## src/rtl/gpio_port_pkg.sv

```systemverilog
`timescale 1ns/1ps
package gpio_port_pkg;

  localparam int unsigned HOLE_LO   = 32'h90;
  localparam int unsigned HOLE_HI   = 32'h9F;
  localparam int unsigned HOLE_SKIP = 32'h10;
  localparam int unsigned BANK_STEP = 8;
  localparam int unsigned DIR_OFS   = 4;
  localparam int          IDX_W     = 8;

  // Strobes from the decode to the register datapath
  typedef struct packed {
    logic             wrData;
    logic             wrDir;
    logic             rdEn;
    logic             rdDir;
    logic             rdMiss;
    logic [IDX_W-1:0] bankIdx;
  } portStrobe_t;

  // Byte address of a bank's value register, moved past the interrupt window
  function automatic int unsigned bankBaseAddr(input int unsigned bank);
    int unsigned base;
    base = (bank + 1) * BANK_STEP;
    if (base >= HOLE_LO) base = base + HOLE_SKIP;
    return base;
  endfunction

endpackage

```

## src/rtl/gpio_pin_sync.sv

```systemverilog
`timescale 1ns/1ps
module gpio_pin_sync #(
  parameter int WIDTH = 8
) (
  input  logic             clk,
  input  logic             rstN,
  input  logic [WIDTH-1:0] asyncIn,
  output logic [WIDTH-1:0] syncOut
);

  logic [WIDTH-1:0] stage1;
  logic [WIDTH-1:0] stage2;

  always_ff @(posedge clk) begin
    if (!rstN) begin
      stage1 <= '0;
      stage2 <= '0;
    end else begin
      stage1 <= asyncIn;
      stage2 <= stage1;
    end
  end

  assign syncOut = stage2;

endmodule

```

## src/rtl/gpio_port_decode.sv

```systemverilog
`timescale 1ns/1ps
module gpio_port_decode
  import gpio_port_pkg::*;
#(
  parameter int NUM_BANKS = 20,
  parameter int ADDR_W    = 8
) (
  input  logic              busSel,
  input  logic              busWrite,
  input  logic [ADDR_W-1:0] busAddr,
  output portStrobe_t       strobe,
  output logic              holeHit
);

  logic [NUM_BANKS-1:0] dataHit;
  logic [NUM_BANKS-1:0] dirHit;
  logic                 mapped;
  logic                 isRead;
  logic                 isWrite;

  for (genvar b = 0; b < NUM_BANKS; b++) begin : g_match
    localparam int unsigned BASE = bankBaseAddr(b);
    assign dataHit[b] = (busAddr == ADDR_W'(BASE));
    assign dirHit[b]  = (busAddr == ADDR_W'(BASE + DIR_OFS));
  end

  assign mapped  = (|dataHit) || (|dirHit);
  assign isRead  = busSel && !busWrite;
  assign isWrite = busSel && busWrite;

  always_comb begin
    strobe         = '0;
    strobe.wrData  = isWrite && (|dataHit);
    strobe.wrDir   = isWrite && (|dirHit);
    strobe.rdEn    = isRead && mapped;
    strobe.rdDir   = |dirHit;
    strobe.rdMiss  = isRead && !mapped;
    for (int b = 0; b < NUM_BANKS; b++) begin
      if (dataHit[b] || dirHit[b]) strobe.bankIdx = IDX_W'(b);
    end
  end

  assign holeHit = busSel &&
                   (busAddr >= ADDR_W'(HOLE_LO)) &&
                   (busAddr <= ADDR_W'(HOLE_HI));

endmodule

```

## src/rtl/gpio_port_datapath.sv

```systemverilog
`timescale 1ns/1ps
module gpio_port_datapath
  import gpio_port_pkg::*;
#(
  parameter int NUM_LINES      = 156,
  parameter int LINES_PER_BANK = 8,
  parameter int NUM_BANKS      = 20,
  parameter int DATA_W         = 32
) (
  input  logic                      clk,
  input  logic                      rstN,
  input  portStrobe_t               strobe,
  input  logic [LINES_PER_BANK-1:0] wrBits,
  input  logic [NUM_LINES-1:0]      pinSync,
  output logic [NUM_LINES-1:0]      padOut,
  output logic [NUM_LINES-1:0]      padOe,
  output logic [DATA_W-1:0]         busRdata
);

  localparam int LPB = LINES_PER_BANK;
  localparam int TOT = NUM_BANKS * LPB;

  logic [TOT-1:0] dataFlat;
  logic [TOT-1:0] dirFlat;
  logic [TOT-1:0] viewFlat;
  logic [TOT-1:0] pinPad;
  logic [LPB-1:0] rdSel;

  assign pinPad = TOT'(pinSync);

  for (genvar b = 0; b < NUM_BANKS; b++) begin : g_bank
    localparam int REM  = NUM_LINES - b * LPB;
    localparam int IMPL = (REM >= LPB) ? LPB : REM;
    localparam logic [LPB-1:0] MASK =
      (IMPL >= LPB) ? {LPB{1'b1}} : LPB'((64'd1 << IMPL) - 64'd1);

    logic [LPB-1:0] dataQ;
    logic [LPB-1:0] dirQ;
    logic           selMe;

    assign selMe = (strobe.bankIdx == IDX_W'(b));

    always_ff @(posedge clk) begin
      if (!rstN) begin
        dataQ <= '0;
        dirQ  <= MASK;
      end else begin
        if (strobe.wrData && selMe) dataQ <= wrBits & MASK;
        if (strobe.wrDir && selMe)  dirQ  <= wrBits & MASK;
      end
    end

    assign dataFlat[b*LPB +: LPB] = dataQ;
    assign dirFlat[b*LPB +: LPB]  = dirQ;
    assign viewFlat[b*LPB +: LPB] = (dirQ & pinPad[b*LPB +: LPB]) |
                                    (~dirQ & dataQ);
  end

  assign padOut = dataFlat[NUM_LINES-1:0];
  assign padOe  = ~dirFlat[NUM_LINES-1:0];

  always_comb begin
    rdSel = '0;
    for (int b = 0; b < NUM_BANKS; b++) begin
      if (strobe.bankIdx == IDX_W'(b)) begin
        rdSel = strobe.rdDir ? dirFlat[b*LPB +: LPB] : viewFlat[b*LPB +: LPB];
      end
    end
  end

  always_ff @(posedge clk) begin
    if (!rstN) begin
      busRdata <= '0;
    end else if (strobe.rdEn) begin
      busRdata <= DATA_W'(rdSel);
    end else if (strobe.rdMiss) begin
      busRdata <= '0;
    end
  end

endmodule

```

## src/rtl/gpio_port_regs.sv

```systemverilog
`timescale 1ns/1ps
module gpio_port_regs
  import gpio_port_pkg::*;
#(
  parameter int NUM_LINES      = 156,
  parameter int LINES_PER_BANK = 8,
  parameter int ADDR_W         = 8,
  parameter int DATA_W         = 32
) (
  input  logic                 clk,
  input  logic                 rstN,
  input  logic                 busSel,
  input  logic                 busWrite,
  input  logic [ADDR_W-1:0]    busAddr,
  input  logic [DATA_W-1:0]    busWdata,
  output logic [DATA_W-1:0]    busRdata,
  output logic                 holeHit,
  input  logic [NUM_LINES-1:0] padIn,
  output logic [NUM_LINES-1:0] padOut,
  output logic [NUM_LINES-1:0] padOe
);

  localparam int NUM_BANKS = (NUM_LINES + LINES_PER_BANK - 1) / LINES_PER_BANK;

  portStrobe_t          strobe;
  logic [NUM_LINES-1:0] pinSync;

  gpio_port_decode #(
    .NUM_BANKS (NUM_BANKS),
    .ADDR_W    (ADDR_W)
  ) u_decode (
    .busSel   (busSel),
    .busWrite (busWrite),
    .busAddr  (busAddr),
    .strobe   (strobe),
    .holeHit  (holeHit)
  );

  gpio_pin_sync #(
    .WIDTH (NUM_LINES)
  ) u_sync (
    .clk     (clk),
    .rstN    (rstN),
    .asyncIn (padIn),
    .syncOut (pinSync)
  );

  gpio_port_datapath #(
    .NUM_LINES      (NUM_LINES),
    .LINES_PER_BANK (LINES_PER_BANK),
    .NUM_BANKS      (NUM_BANKS),
    .DATA_W         (DATA_W)
  ) u_data (
    .clk      (clk),
    .rstN     (rstN),
    .strobe   (strobe),
    .wrBits   (busWdata[LINES_PER_BANK-1:0]),
    .pinSync  (pinSync),
    .padOut   (padOut),
    .padOe    (padOe),
    .busRdata (busRdata)
  );

endmodule

```

## config.mk

```make
export PLATFORM = sky130hd
export DESIGN_NAME = gpio_port_regs
export DESIGN_NICKNAME = d
export VERILOG_FILES = /design/src/rtl/gpio_port_pkg.sv /design/src/rtl/gpio_pin_sync.sv /design/src/rtl/gpio_port_decode.sv /design/src/rtl/gpio_port_datapath.sv /design/src/rtl/gpio_port_regs.sv
export SDC_FILE = /design/constraint.sdc
export NUM_CORES = 1
export LEC_CHECK = 0
export BUFFER_PORTS_ARGS = -buffer_cell sky130_fd_sc_hd__buf_2
export CORE_AREA = 2 2 213 215
export CTS_CLUSTER_DIAMETER = 60
export DETAILED_ROUTE_END_ITERATION = 6
export DIE_AREA = 0 0 215 217
export PLACE_DENSITY = 0.8
export SYNTH_ARGS = -nofsm -noshare
export SYNTH_HDL_FRONTEND = slang
export SYNTH_SLANG_ARGS = --single-unit
```

## constraint.sdc

```tcl
create_clock -name clk -period 7.7 [get_ports clk]
set_clock_uncertainty 0.05 [all_clocks]
set_input_delay 2.31 -clock clk [delete_from_list [all_inputs] [get_ports clk]]
set_output_delay 2.31 -clock clk [all_outputs]
set_load 0.005 [all_outputs]
```

==> flow_metrics.env <==
export IMPL_finalCritPeriodShare=0.7672
export IMPL_hold_buffers=0
export IMPL_p_per_area_nw_per_um2=235.8
export IMPL_gp_congestion=0.9399
export IMPL_crit_path_end="holeHit"
export IMPL_num_vias=23024
export IMPL_fp_dieArea_um2=46660
export IMPL_grt_setup_unrepaired="false"
export IMPL_routed_wl_mm=88.01
export IMPL_grt_overflow_total=0
export IMPL_pin_count=545
export IMPL_critPathKind="input port to output port"
export IMPL_worstMarginPinSlew_ns=1.280
export IMPL_setup_violations=0
export IMPL_seqCellArea_um2=12650
export IMPL_cellLeakagePower_nw=12.89
export IMPL_synth_edf_count=0
export IMPL_clock_path_buffers=3
export IMPL_fmax_mhz=169.3
export IMPL_reg2reg_from="u_data.g_bank[3].dirQ[2]$_SDFFE_PN1P_"
export IMPL_clock_sinks=632
export IMPL_dp_hpwl_mm=60.06
export IMPL_start_util=0.5382
export IMPL_synthCells=2856
export IMPL_drive_above_1_share=0.1922
export IMPL_grt_pass1_vias=21555
export IMPL_rows=78
export IMPL_syn_avg_cell_area_um2=8.423
export IMPL_cp_arrival_ns=3.55
export IMPL_status="completed"
export IMPL_yosysSeqAreaShare=0.5260
export IMPL_ir_drop_mv=0.1692
export IMPL_crit_path_end_kind="output port"
export IMPL_die_w_um=215
export IMPL_firstDrtPassIters=6
export IMPL_post_cts_repair_setup_buffers=0
export IMPL_cts_buffers=61
export IMPL_cts_resized=0
export IMPL_max_cap_viol_count=0
export IMPL_cp_max_fo=15
export IMPL_cts_reportedPaths_clkPinSlew_ns=0.06
export IMPL_hold_viol_final=0
export IMPL_fin_nets=3451
export IMPL_synth_area_um2=24060
export IMPL_r2r_slack_ns=5.33
export IMPL_multiInputGateArea_um2=9920
export IMPL_area_growth_pct=19.17
export IMPL_drv_slew=0
export IMPL_tns_ns=0
export IMPL_finalCriticalPeriod_ns=5.907
export IMPL_fill_cells=3726
export IMPL_drtIter0Drc=2947
export IMPL_cts_tree="built"
export IMPL_core_um2=44700
export IMPL_ctsRootBufferMaster="clkbuf_16"
export IMPL_grt_first_pass_wirelength_mm=129.4
export IMPL_post_drt_wl_per_cell_um=22.53
export IMPL_portBuffers=496
export IMPL_yosys_warnings=0
export IMPL_track_usage=0.3603
export IMPL_ant_nets=0
export IMPL_mostFrequentLayoutCells="dfxtp_1, nand2_1, buf_2"
export IMPL_antenna_found_initial=12
export IMPL_slew_headroom=0.1466
export IMPL_grt_max_degree=171
export IMPL_fp_dieH_um=217
export IMPL_clock_latency_ns=0.65
export IMPL_crit_required_ns=5.34
export IMPL_rr_worst_depth=9
export IMPL_vias_per_cell=5.895
export IMPL_crit_start="busAddr[4]"
export IMPL_ys_async_sr_fraction=0
export IMPL_synth_ff_type="dfxtp_1"
export IMPL_min_path_type="flip-flop to flip-flop"
export IMPL_ys_ff_latch=632
export IMPL_htreeDepth=2
export IMPL_ys_types=69
export IMPL_drc=0
export IMPL_layout_commonest_cell="dfxtp_1"
export IMPL_start_kind="input port"
export IMPL_reg2reg_to="u_data.busRdata[2]$_SDFFE_PN0P_"
export IMPL_total_power_w=0.006759
==> per-layer routing <==
metal | up-vias | global-route usage | wire length (um)
met2 | 1533 | 0.5619 | 38820
li1 | 10344 | - | -
met3 | 307 | 0.08134 | 9770
met5 | - | 0 | 30
met4 | 4 | 0.1968 | 5477
met1 | 10836 | 0.4662 | 33910
==> flip-flops by register name, indices dropped and copies added, names as in the netlist <==
register,count
u_data.g_bank.dataQ,156
u_data.g_bank.dirQ,156
u_sync.stage1,156
u_sync.syncOut,156
u_data.busRdata,8
==> Yosys cell counts, drive strengths merged, types with 2 or more instances <==
master,instances,area [um2]
inv,158,593.1
or3,5,31.28
nand4,11,68.82
nor2b,5,31.28
nand2b,7,43.79
o21a,2,15.01
a21o,4,30.03
and2,314,1964
or2,4,27.53
a221o,2,20.02
o311a,4,40.04
clkbuf,141,529.3
buf,71,460.4
nor4,8,50.05
o221ai,2,17.52
o311ai,3,26.28
a21oi,274,1383
a311oi,6,52.55
o211a,6,60.06
o22ai,5,31.28
a211o,3,26.28
nand2,521,1956
nor3,24,141.4
or4,2,18.77
o31ai,2,15.01
dfxtp,632,12650
o21ai,202,1015
nand3,55,275.3
a211oi,17,132.6
o2111ai,7,61.31
a21boi,2,15.01
a22oi,9,67.56
and3,7,43.79
o211ai,179,1349
a31oi,35,219.0
a22o,2,17.52
a221oi,2,17.52
nor2,106,405.4
==> per-stage QoR <==
step	util	std cells	worst slack, ns	hold slack, ns	area [um2]
detailed placement	0.5957	3788	1.662	0.3677	26630
floorplan	-	2879	2.520	0.3619	24140
finish	0.6414	3906	1.793	0.3753	28670
global placement	0.5957	3788	1.666	0.3645	26630
global route	0.6413	3905	1.772	0.3902	28670
CTS	0.6410	3899	1.828	0.3819	28650
==> layout make-up <==
type / instances / area share
timing repair buffer: 521 / 0.09436
sequential: 632 / 0.4413
tap: 600 / 0.02619
clock inverter: 20 / 0.009209
clock buffer: 91 / 0.06137
inverter: 159 / 0.02091
antenna: 7 / 0.0006110
multi-input combinational: 1876 / 0.3460
==> worst max-delay path, cell delays in order <==
cell and delay [ns]:
buf_2 0.28, nor2b_1 0.53, and3_1 0.26, buf_2 0.16
==> how the worst min path moves through the flow <==
stage / start / endpoint / slack, ns / depth (start not counted)
CTS: u_sync.stage1[105]$_SDFF_PN0_ / u_sync.syncOut[105]$_SDFF_PN0_ / 0.38 / 1
global placement: u_sync.stage1[93]$_SDFF_PN0_ / u_sync.syncOut[93]$_SDFF_PN0_ / 0.36 / 1
floorplan: u_sync.stage1[0]$_SDFF_PN0_ / u_sync.syncOut[0]$_SDFF_PN0_ / 0.36 / 1
detailed placement: u_sync.stage1[72]$_SDFF_PN0_ / u_sync.syncOut[72]$_SDFF_PN0_ / 0.37 / 1
finish: u_sync.stage1[65]$_SDFF_PN0_ / u_sync.syncOut[65]$_SDFF_PN0_ / 0.38 / 1
global route: u_sync.stage1[99]$_SDFF_PN0_ / u_sync.syncOut[99]$_SDFF_PN0_ / 0.39 / 1
==> cell families after synthesis <==
family | share of synthesized area
mux | 0.0004161
other cells | 0.0001559
compound gates | 0.1966
simple gates | 0.2109
buf+inv | 0.06595
flops | 0.5260
==> where the power goes <==
group          total (W)  leakage (nW)  internal (W)  switching (W)
sequential       0.00337          5.17       0.00335      0.0000226
clock            0.00304         0.988       0.00174        0.00130
combinational   0.000346          6.74      0.000111       0.000234
(Power assumes the default switching activity.)
